===== src/rtl/can_seq_pkg.sv =====
// Package: shared state encoding and last-error-code values for the
// CAN operating-state sequencer. Assumes a 3-bit error code field.
package can_seq_pkg;
    typedef enum logic [1:0] {
        ST_INIT  = 2'd0,
        ST_SYNC  = 2'd1,
        ST_RUN   = 2'd2,
        ST_RECOV = 2'd3
    } opstate_e;

    localparam logic [2:0] LEC_NONE  = 3'd0;
    localparam logic [2:0] LEC_STUFF = 3'd1;
    localparam logic [2:0] LEC_FORM  = 3'd2;
    localparam logic [2:0] LEC_ACK   = 3'd3;
    localparam logic [2:0] LEC_BIT1  = 3'd4;
    localparam logic [2:0] LEC_BIT0  = 3'd5;
    localparam logic [2:0] LEC_CRC   = 3'd6;
endpackage


===== src/rtl/can_err_cnt.sv =====
// Module: one saturating error counter.
// Increments by 1 or 8 and decrements by 1, with a floor of 0 and a
// ceiling of 2**W-1. It updates only while en is high. A clear takes
// priority over everything else.
// Assumes the requests are single-cycle pulses from the protocol engine.
module can_err_cnt #(
    parameter int W = 9
) (
    input  logic         clk,
    input  logic         rst_n,
    input  logic         en,
    input  logic         inc,
    input  logic         step8,
    input  logic         dec,
    input  logic         clr,
    output logic [W-1:0] cnt_o
);
    localparam logic [W:0] MAXV = {1'b0, {W{1'b1}}};

    logic [W-1:0] cnt_q;
    logic [W-1:0] cnt_nxt;
    logic [W:0]   sum;

    // Next counter value: add the step, take one off, then clamp.
    always_comb begin
        sum = {1'b0, cnt_q};
        if (inc) begin
            sum = sum + (step8 ? (W+1)'(8) : (W+1)'(1));
        end
        if (dec && (sum != '0)) begin
            sum = sum - (W+1)'(1);
        end
        if (sum > MAXV) begin
            cnt_nxt = MAXV[W-1:0];
        end else begin
            cnt_nxt = sum[W-1:0];
        end
    end

    // Counter register with synchronous reset and clear.
    always_ff @(posedge clk) begin
        if (!rst_n || clr) begin
            cnt_q <= '0;
        end else if (en) begin
            cnt_q <= cnt_nxt;
        end
    end

    assign cnt_o = cnt_q;

    // the value is frozen while counting is disabled.
    assert_hold_when_off_R3: assert property (@(posedge clk) disable iff (!rst_n)
        (!en && !clr) |=> $stable(cnt_q));

    // a plain decrement above zero lowers the value by exactly one.
    assert_dec_by_one_R6: assert property (@(posedge clk) disable iff (!rst_n)
        (en && !clr && !inc && dec && (cnt_q != '0)) |=> (cnt_q == $past(cnt_q) - W'(1)));
endmodule


===== src/rtl/can_idle_det.sv =====
// Module: bus-idle detector and idle-run counter.
// It counts consecutive recessive strobed bits. The strobe that
// completes IDLE_BITS of them raises idle_hit and restarts the run.
// It also counts completed runs while occ_en is high, and raises
// occ_done on the run that makes OCC_MAX.
// Assumes that dropping run_en or occ_en clears the matching counter.
module can_idle_det #(
    parameter int IDLE_BITS = 11,
    parameter int OCC_MAX   = 128
) (
    input  logic clk,
    input  logic rst_n,
    input  logic run_en,
    input  logic occ_en,
    input  logic strobe,
    input  logic rx,
    output logic idle_hit,
    output logic occ_done
);
    localparam int RUN_W = $clog2(IDLE_BITS + 1);
    localparam int OCC_W = $clog2(OCC_MAX + 1);

    logic [RUN_W-1:0] run_q;
    logic [OCC_W-1:0] occ_q;

    assign idle_hit = run_en && strobe && rx && (run_q == RUN_W'(IDLE_BITS - 1));
    assign occ_done = occ_en && idle_hit && (occ_q == OCC_W'(OCC_MAX - 1));

    // Consecutive-recessive run counter; a dominant bit restarts it.
    always_ff @(posedge clk) begin
        if (!rst_n || !run_en) begin
            run_q <= '0;
        end else if (strobe) begin
            if (!rx || idle_hit) begin
                run_q <= '0;
            end else begin
                run_q <= run_q + RUN_W'(1);
            end
        end
    end

    // Completed-run counter; dominant bits leave it alone.
    always_ff @(posedge clk) begin
        if (!rst_n || !occ_en || occ_done) begin
            occ_q <= '0;
        end else if (idle_hit) begin
            occ_q <= occ_q + OCC_W'(1);
        end
    end

    // a dominant bit restarts the run.
    assert_dominant_restarts_R4: assert property (@(posedge clk) disable iff (!rst_n)
        (strobe && !rx) |=> (run_q == '0));

    // a dominant bit does not disturb the completed-run count.
    assert_occ_kept_R7: assert property (@(posedge clk) disable iff (!rst_n)
        (occ_en && strobe && !rx) |=> $stable(occ_q));
endmodule


===== src/rtl/can_lec_unit.sv =====
// Module: last-error-code register.
// During recovery, each strobed recessive bit writes the bit-0 code.
// In normal operation, a strobed bit with a valid code loads that code.
// Assumes the field changes only on a sampled-bit strobe.
module can_lec_unit
    import can_seq_pkg::*;
(
    input  logic       clk,
    input  logic       rst_n,
    input  logic       strobe,
    input  logic       rx,
    input  logic       recov,
    input  logic       run,
    input  logic       code_vld,
    input  logic [2:0] code,
    output logic [2:0] lec_o
);
    logic [2:0] lec_q;

    // Field update on strobed bits only.
    always_ff @(posedge clk) begin
        if (!rst_n) begin
            lec_q <= LEC_NONE;
        end else if (strobe) begin
            if (recov && rx) begin
                lec_q <= LEC_BIT0;
            end else if (run && code_vld) begin
                lec_q <= code;
            end
        end
    end

    assign lec_o = lec_q;

    // a recessive bit during recovery leaves the bit-0 code.
    assert_recov_bit0_R8: assert property (@(posedge clk) disable iff (!rst_n)
        (strobe && recov && rx) |=> (lec_q == LEC_BIT0));

    // without a strobe the field holds.
    assert_hold_no_strobe_R11: assert property (@(posedge clk) disable iff (!rst_n)
        !strobe |=> $stable(lec_q));
endmodule


===== src/rtl/can_opstate_seq.sv =====
// Module: CAN operating-state sequencer (top).
// It steps through initialization, idle sync, normal run, bus-off and
// bus-off recovery. It owns both error counters, the bus-off flag and
// the last-error-code field.
// Assumes a one-cycle bit strobe and single-cycle software writes.
// A software set of init always wins over same-cycle completion events.
module can_opstate_seq
    import can_seq_pkg::*;
#(
    parameter int CNT_W       = 9,
    parameter int IDLE_BITS   = 11,
    parameter int RECOV_IDLES = 128
) (
    input  logic             clk,
    input  logic             rst_n,
    input  logic             bit_strobe_i,
    input  logic             rx_bit_i,
    input  logic             tec_inc_i,
    input  logic             tec_dec_i,
    input  logic             rec_inc_i,
    input  logic             rec_dec_i,
    input  logic             inc_by8_i,
    input  logic             err_code_vld_i,
    input  logic [2:0]       err_code_i,
    input  logic             cfg_wr_i,
    input  logic             cfg_init_i,
    output logic             bus_en_o,
    output logic             isolate_o,
    output logic             init_o,
    output logic             busoff_o,
    output logic [2:0]       lec_o,
    output logic [CNT_W-1:0] tec_o,
    output logic [CNT_W-1:0] rec_o
);
    localparam logic [CNT_W-1:0] BO_LIMIT = {1'b1, {(CNT_W-1){1'b0}}};
    localparam int NCNT = 2;

    opstate_e state_q, state_nxt;
    logic     busoff_q;
    logic     set_bo, clr_bo;
    logic     sw_set, sw_clr;
    logic     over;
    logic     idle_hit, occ_done;
    logic     run_en, occ_en, cnt_en;

    logic [NCNT-1:0]            inc_v, dec_v;
    logic [NCNT-1:0][CNT_W-1:0] cnt_v;

    assign sw_set = cfg_wr_i && cfg_init_i;
    assign sw_clr = cfg_wr_i && !cfg_init_i;

    assign inc_v = {rec_inc_i, tec_inc_i};
    assign dec_v = {rec_dec_i, tec_dec_i};

    assign run_en = (state_q == ST_SYNC) || (state_q == ST_RECOV);
    assign occ_en = (state_q == ST_RECOV);
    assign cnt_en = (state_q == ST_RUN);

    // One counter per direction: index 0 transmit, index 1 receive.
    for (genvar g = 0; g < NCNT; g++) begin : g_cnt
        can_err_cnt #(.W(CNT_W)) u_cnt (
            .clk   (clk),
            .rst_n (rst_n),
            .en    (cnt_en),
            .inc   (inc_v[g]),
            .step8 (inc_by8_i),
            .dec   (dec_v[g]),
            .clr   (clr_bo),
            .cnt_o (cnt_v[g])
        );
    end

    assign tec_o = cnt_v[0];
    assign rec_o = cnt_v[1];
    assign over  = (cnt_v[0] >= BO_LIMIT) || (cnt_v[1] >= BO_LIMIT);

    can_idle_det #(
        .IDLE_BITS (IDLE_BITS),
        .OCC_MAX   (RECOV_IDLES)
    ) u_idle (
        .clk      (clk),
        .rst_n    (rst_n),
        .run_en   (run_en),
        .occ_en   (occ_en),
        .strobe   (bit_strobe_i),
        .rx       (rx_bit_i),
        .idle_hit (idle_hit),
        .occ_done (occ_done)
    );

    can_lec_unit u_lec (
        .clk      (clk),
        .rst_n    (rst_n),
        .strobe   (bit_strobe_i),
        .rx       (rx_bit_i),
        .recov    (occ_en),
        .run      (cnt_en),
        .code_vld (err_code_vld_i),
        .code     (err_code_i),
        .lec_o    (lec_o)
    );

    // Next-state decode; a software set of init outranks completion events.
    always_comb begin
        state_nxt = state_q;
        set_bo    = 1'b0;
        clr_bo    = 1'b0;
        unique case (state_q)
            ST_INIT: begin
                if (sw_clr) begin
                    state_nxt = busoff_q ? ST_RECOV : ST_SYNC;
                end
            end
            ST_SYNC: begin
                if (sw_set) begin
                    state_nxt = ST_INIT;
                end else if (idle_hit) begin
                    state_nxt = ST_RUN;
                end
            end
            ST_RUN: begin
                if (over) begin
                    state_nxt = ST_INIT;
                    set_bo    = 1'b1;
                end else if (sw_set) begin
                    state_nxt = ST_INIT;
                end
            end
            ST_RECOV: begin
                if (sw_set) begin
                    state_nxt = ST_INIT;
                end else if (occ_done) begin
                    state_nxt = ST_RUN;
                    clr_bo    = 1'b1;
                end
            end
            default: state_nxt = ST_INIT;
        endcase
    end

    // State register; reset enters initialization.
    always_ff @(posedge clk) begin
        if (!rst_n) begin
            state_q <= ST_INIT;
        end else begin
            state_q <= state_nxt;
        end
    end

    // Bus-off flag: set on threshold, cleared only by finished recovery.
    always_ff @(posedge clk) begin
        if (!rst_n) begin
            busoff_q <= 1'b0;
        end else if (set_bo) begin
            busoff_q <= 1'b1;
        end else if (clr_bo) begin
            busoff_q <= 1'b0;
        end
    end

    assign bus_en_o  = (state_q == ST_RUN);
    assign init_o    = (state_q == ST_INIT);
    assign busoff_o  = busoff_q;
    assign isolate_o = busoff_q;

    // a software set of init always lands in initialization.
    assert_sw_set_init_R2: assert property (@(posedge clk) disable iff (!rst_n)
        sw_set |=> (init_o && !bus_en_o));

    // reaching the threshold in normal run enters bus-off with init set.
    assert_threshold_busoff_R5: assert property (@(posedge clk) disable iff (!rst_n)
        ((state_q == ST_RUN) && (tec_o >= BO_LIMIT)) |=> (busoff_o && init_o));

    // leaving bus-off comes with zeroed counters and bus participation.
    assert_exit_clean_R9: assert property (@(posedge clk) disable iff (!rst_n)
        $fell(busoff_q) |-> ((tec_o == '0) && (rec_o == '0) && bus_en_o));

    // an abort during recovery keeps bus-off set.
    assert_abort_keeps_busoff_R10: assert property (@(posedge clk) disable iff (!rst_n)
        ((state_q == ST_RECOV) && sw_set) |=> (busoff_o && init_o));
endmodule


===== config.mk =====
export PLATFORM = sky130hd
export DESIGN_NAME = can_opstate_seq
export DESIGN_NICKNAME = d
export VERILOG_FILES = /design/src/rtl/can_seq_pkg.sv /design/src/rtl/can_err_cnt.sv /design/src/rtl/can_idle_det.sv /design/src/rtl/can_lec_unit.sv /design/src/rtl/can_opstate_seq.sv
export SDC_FILE = /design/constraint.sdc
export NUM_CORES = 1
export LEC_CHECK = 0
export BUFFER_PORTS_ARGS = -buffer_cell sky130_fd_sc_hd__buf_2
export CAP_MARGIN = 10
export CORE_MARGIN = 8
export CORE_UTILIZATION = 40
export DETAILED_ROUTE_END_ITERATION = 10
export GPL_ROUTABILITY_DRIVEN = 0
export SYNTH_ARGS = -nofsm -noshare
export SYNTH_HDL_FRONTEND = slang
export SYNTH_SLANG_ARGS = --single-unit

===== constraint.sdc =====
create_clock -name clk -period 3.5 [get_ports clk]
set_input_delay 0.175 -clock clk [delete_from_list [all_inputs] [get_ports clk]]
set_output_delay 0.175 -clock clk [all_outputs]
set_load 0.005 [all_outputs]

* Word level (Yosys, flattened, before mapping) *
Index checks and enable logic that the tools add are counted.

storage, ports and cells
  flip-flop bits (word level) = 36
  input bits = 15

operators by class
  add/subtract/negate cells = 6
  magnitude comparators = 4
  equal/unequal tests = 9
  muxes and demuxes = 26
  reduce and logical (&&, ||, !) cells = 30

operators by type and width
  operator                                                               number
  10-bit two-way mux                                                     4
  9-bit by 10-bit adder with 10-bit output                               2
  10-bit by 9-bit > comparator with 1-bit output, second input constant  2
  10-bit nonzero test                                                    2
  10-bit by 1-bit subtractor with 10-bit output, second input constant   2
  9-bit greater-or-equal comparator, second input constant               2
  9-bit two-way mux                                                      2
  2-bit two-way mux                                                      8
  1-bit logical AND                                                      11
  8-bit by 1-bit adder with 8-bit output, second input constant          1
  8-bit by 7-bit == test with 1-bit output, second input constant        1
  4-bit two-way mux                                                      2
  2-bit case mux with 4 select lines                                     1
  1-bit logical OR                                                       7
  1-bit two-way mux                                                      7
  3-bit two-way mux                                                      2
  3-bit != test, second input constant                                   2
  1-bit zero test                                                        5
  4-bit by 1-bit adder with 4-bit output, second input constant          1
  2-bit == test, second input constant                                   2
  4-bit == test, second input constant                                   1
  4-bit AND reduction                                                    1
  2-bit nonzero test                                                     2
  3-bit by 2-bit != test with 1-bit output, second input constant        1
  other kinds (4)                                                        4

* Depth between registers and ports, before layout *
  word-level depth = 12
  depth in mapped cells = 11
  depth with buffers taken out = 11

* By module *
From an unflattened synthesis, not the netlist that was laid out.

second synthesis, totals
  cells, all modules = 330
  area, all modules = 2,847.7 sq um

by module, submodules not included
  module           instances  cells each  area each (sq um)  sequential area each (sq um)
  can_err_cnt      2          108         933.4              180.2
  can_idle_det     1          70          610.6              240.2
  can_opstate_seq  1          29          220.2              60.1
  can_lec_unit     1          15          150.1              60.1

* Worst setup path before layout *
No wires, ideal clock.

  path type = flip-flop to flip-flop
  start point = reg g_cnt[1].u_cnt.cnt_q[0]
  end point = reg g_cnt[1].u_cnt.cnt_q[4]
  library setup time = 92 ps
  data arrival time = 2,478 ps
  data required time = 3,408 ps
  setup slack = 930 ps
  stages on the path, launching flop included = 10
  path buffers = 0
  period minus slack after synthesis = 2,570 ps
  cell sequence = dfxtp_1 ha_1 ha_1 nand3_1 o31ai_1 o211ai_1 a2111oi_2 mux2i_2 nor3_1 nor4_1

between the ends
  longest elaborated chain between the ends = 7

RTL lines
  element                                                                                                RTL line           text
  start: declaration                                                                                     can_err_cnt.sv:20  logic [W-1:0] cnt_q;
  start signal: assignment                                                                               can_err_cnt.sv:45  cnt_q <= cnt_nxt;
  9-bit by 10-bit adder with 10-bit output                                                               can_err_cnt.sv:28  sum = sum + (step8 ? (W+1)'(8) : (W+1)'(1));
  10-bit two-way mux (*)                                                                                 can_err_cnt.sv:27  if (inc) begin
  parallel branches: the longest is 2 deep, another holds 10-bit by 1-bit subtractor with 10-bit output  -
  10-bit two-way mux (*)                                                                                 can_err_cnt.sv:30  if (dec && (sum != '0)) begin
  10-bit by 9-bit > comparator with 1-bit output                                                         can_err_cnt.sv:33  if (sum > MAXV) begin
  9-bit two-way mux (*)                                                                                  can_err_cnt.sv:33

Every way passes the cells marked *.
A chain may end at the register's enable or synchronous reset.

* Worst setup path after layout *
  start point = reg g_cnt[1].u_cnt.cnt_q[0]
  end point = reg g_cnt[1].u_cnt.cnt_q[0]

Same word-level chain as after synthesis.

==> impl_metrics.env <==
export IMPL_maxCapViolations=0
export IMPL_cts_made_buffers=5
export IMPL_cp_end_kind="register"
export IMPL_ys_warnings_count=0
export IMPL_clock_sinks=36
export IMPL_ys_flop_type="dfxtp_1"
export IMPL_startpoint_type="register"
export IMPL_grt_first_pass_wirelength_um=11540
export IMPL_core_area_um2=6756
export IMPL_synth_top_area_cell="dfxtp_1"
export IMPL_vdd_ir_drop_max_mv=0.1561
export IMPL_syn_area_um2=2784
export IMPL_initial_core_util=0.4120
export IMPL_finalWirelength_um=7033
export IMPL_mostFrequentLayoutCells="48 x nor2_1, 39 x buf_2, 37 x nand2_1, 36 x dfxtp_1, 15 x nand3_1"
export IMPL_layout_commonest_cell="nor2_1"
export IMPL_rrSetupSlack_ns=0.45
export IMPL_drv_slew=0
export IMPL_hold_ws_ns=0.1848
export IMPL_seq_power_share=0.410
export IMPL_dr_total_vias=2649
export IMPL_swShare=0.3117
export IMPL_synth_nets=376
export IMPL_grt_max_degree=24
export IMPL_holdBufCountCts=0
export IMPL_insertedDiodeCount=0
export IMPL_dieArea_um2=9885
export IMPL_cts_root_buf="clkbuf_8"
export IMPL_drive_above_1_share=0.1906
export IMPL_switchingPower_mw=0.3406
export IMPL_pwr_share_comb=0.249
export IMPL_required_ns=3.70
export IMPL_crit_fanout=6
export IMPL_outcome="complete, no violations"
export IMPL_pin_count=40
export IMPL_finalPower_mw=1.093
export IMPL_cp_arrival_ns=3.25
export IMPL_synth_seq_cells=36
export IMPL_ctsResizeCount=0
export IMPL_p_clk_frac=0.341
export IMPL_fin_skew_ns=0.01292
export IMPL_drtPass1Iterations=4
export IMPL_row_count=30
export IMPL_max_slew_margin_rel=0.5026
export IMPL_rsz0062_at_grt="false"
export IMPL_cellPowerDensity_nw_per_um2=351.1
export IMPL_die_x_um=99.43
export IMPL_fin_setup_tns_ns=0
export IMPL_synth_distinct_cells=64
export IMPL_syn_inst=350
export IMPL_synth_top_area_frac=0.2589
export IMPL_remaining_drc_errors=0
export IMPL_clock_fmax_ghz=0.3279
export IMPL_async_flop_share=0
export IMPL_hp_class="primary input to register"
export IMPL_drt_iter0_drc=107
export IMPL_grt_antenna_before_repair=0
export IMPL_cts_buffer_depth=2
export IMPL_grt_pass1_vias=2446
export IMPL_worstSetupPathType="register to register"
export IMPL_worstMarginPinSlew_ns=0.7453
export IMPL_period_needed_ns=3.050
export IMPL_grt_ovfl_total=0
export IMPL_report_final_setup_viol=0
export IMPL_p_leak_nw=1.184
export IMPL_die_h_um=99.43
export IMPL_post_cts_buffers=0
export IMPL_dpl_hpwl_um=5326
export IMPL_synth_edf_count=0
export IMPL_clkSlewWorstSetupHoldPaths_ns=0.08
export IMPL_fin_nets=408
export IMPL_p_int_mw=0.7520
export IMPL_synth_yosys_seq_area_share=0.2589
export IMPL_final_hold_violation_count=0
export IMPL_ant_nets=0
export IMPL_avgViaCountPerCell=5.721
export IMPL_port_buffers=39
export IMPL_fin_util=0.4606
export IMPL_gr_usage_all_layers=0.1401
export IMPL_cts_tree="built"
export IMPL_yosys_top_cells_area="dfxtp_1 26%, nor2_1 6.5%, nand2_1 5.0%"
export IMPL_wl_per_cell_um=15.19
export IMPL_fin_crit_sh=0.8714
export IMPL_area_growth_pct=11.78
export IMPL_syn_avg_cell_area_um2=7.954
export IMPL_clk_latency_ns=0.30
export IMPL_htree_levels=2
## synthesized netlist by cell type (5+ instances only)
cell type,n
nor4_1,7
nand4_1,10
nor2_1,48
nand2_1,37
a21oi_1,6
xnor2_1,14
dfxtp_1,36
buf_2,6
nor3b_1,7
xor2_1,11
nor3_1,11
a211oi_1,14
mux2i_1,5
o21ai_0,11
nand3_1,15
and2_1,8
ha_1,11
inv_1,11
## kinds of logic after synthesis
group,Yosys count,synth area share
fa+ha+maj,11,0.04944
flops,36,0.2589
mux,11,0.04405
xor+xnor,26,0.08450
compound gates,72,0.2076
buf+inv,26,0.04584
simple gates,168,0.3097
## critical path: stages (launching register included)
cell and delay (ns):
dfxtp_1 0.38, ha_1 0.23, ha_1 0.26, a31oi_1 0.23, o31ai_1 0.42, nand4_1 0.16
a2111oi_2 0.42, mux2i_2 0.44, nor2_2 0.12, a211oi_1 0.29
## registers in the layout (all words and copies together) (netlist names)
name and flops:
g_cnt.u_cnt.cnt_o 18, u_idle.run_q 4, state_q 2, u_lec.lec_o 3
u_idle.occ_q 8, busoff_o 1
## area by class of cell
| cell class | count | area (um2) |
|---|---|---|
| clock buffers | 5 | 68.82 |
| multi-input cells | 288 | 1936 |
| clock inverters | 3 | 42.54 |
| inverters | 11 | 41.29 |
| flip-flops and latches | 36 | 720.7 |
| repair buffers | 40 | 202.7 |
| well taps | 80 | 100.1 |
| fillers | 671 | 3645 |
## power groups by stage
stage / combinational, mW / sequential [mW] / clock [mW]
detailed placement: 0.269 / 0.457 / 0
floorplan: 0.216 / 0.446 / 0
CTS: 0.271 / 0.448 / 0.383
global placement: 0.270 / 0.457 / 0
global route: 0.301 / 0.452 / 0.400
finish: 0.272 / 0.448 / 0.373
## per-stage QoR
step / instance area, um2 / setup WS (ns) / instances
global placement: 3000 / 0.6012 / 455
CTS: 3112 / 0.5205 / 463
finish: 3112 / 0.4502 / 463
floorplan: 2784 / 0.9298 / 350
global route: 3112 / 0.1057 / 463
detailed placement: 3000 / 0.5365 / 455
## layer usage
metal | vias up | routed length, um | global-route usage
met5 | - | 0 | 0
met2 | 58 | 3245 | 0.2428
li1 | 1348 | - | -
met1 | 1236 | 3397 | 0.1672
met4 | 0 | 102 | 0.04540
met3 | 7 | 289 | 0.03003
## worst paths after layout
path	startpoint	depth (start not counted)	end
hold / removal	bit_strobe_i	2	u_idle.run_q[1]
setup reg to reg	g_cnt[1].u_cnt.cnt_o[0]	9	g_cnt[1].u_cnt.cnt_o[0]
setup / recovery	g_cnt[1].u_cnt.cnt_o[0]	9	g_cnt[1].u_cnt.cnt_o[0]
hold reg to reg	u_idle.occ_q[6]	2	u_idle.occ_q[6]
No activity file was read; power rests on OpenSTA's default activity.
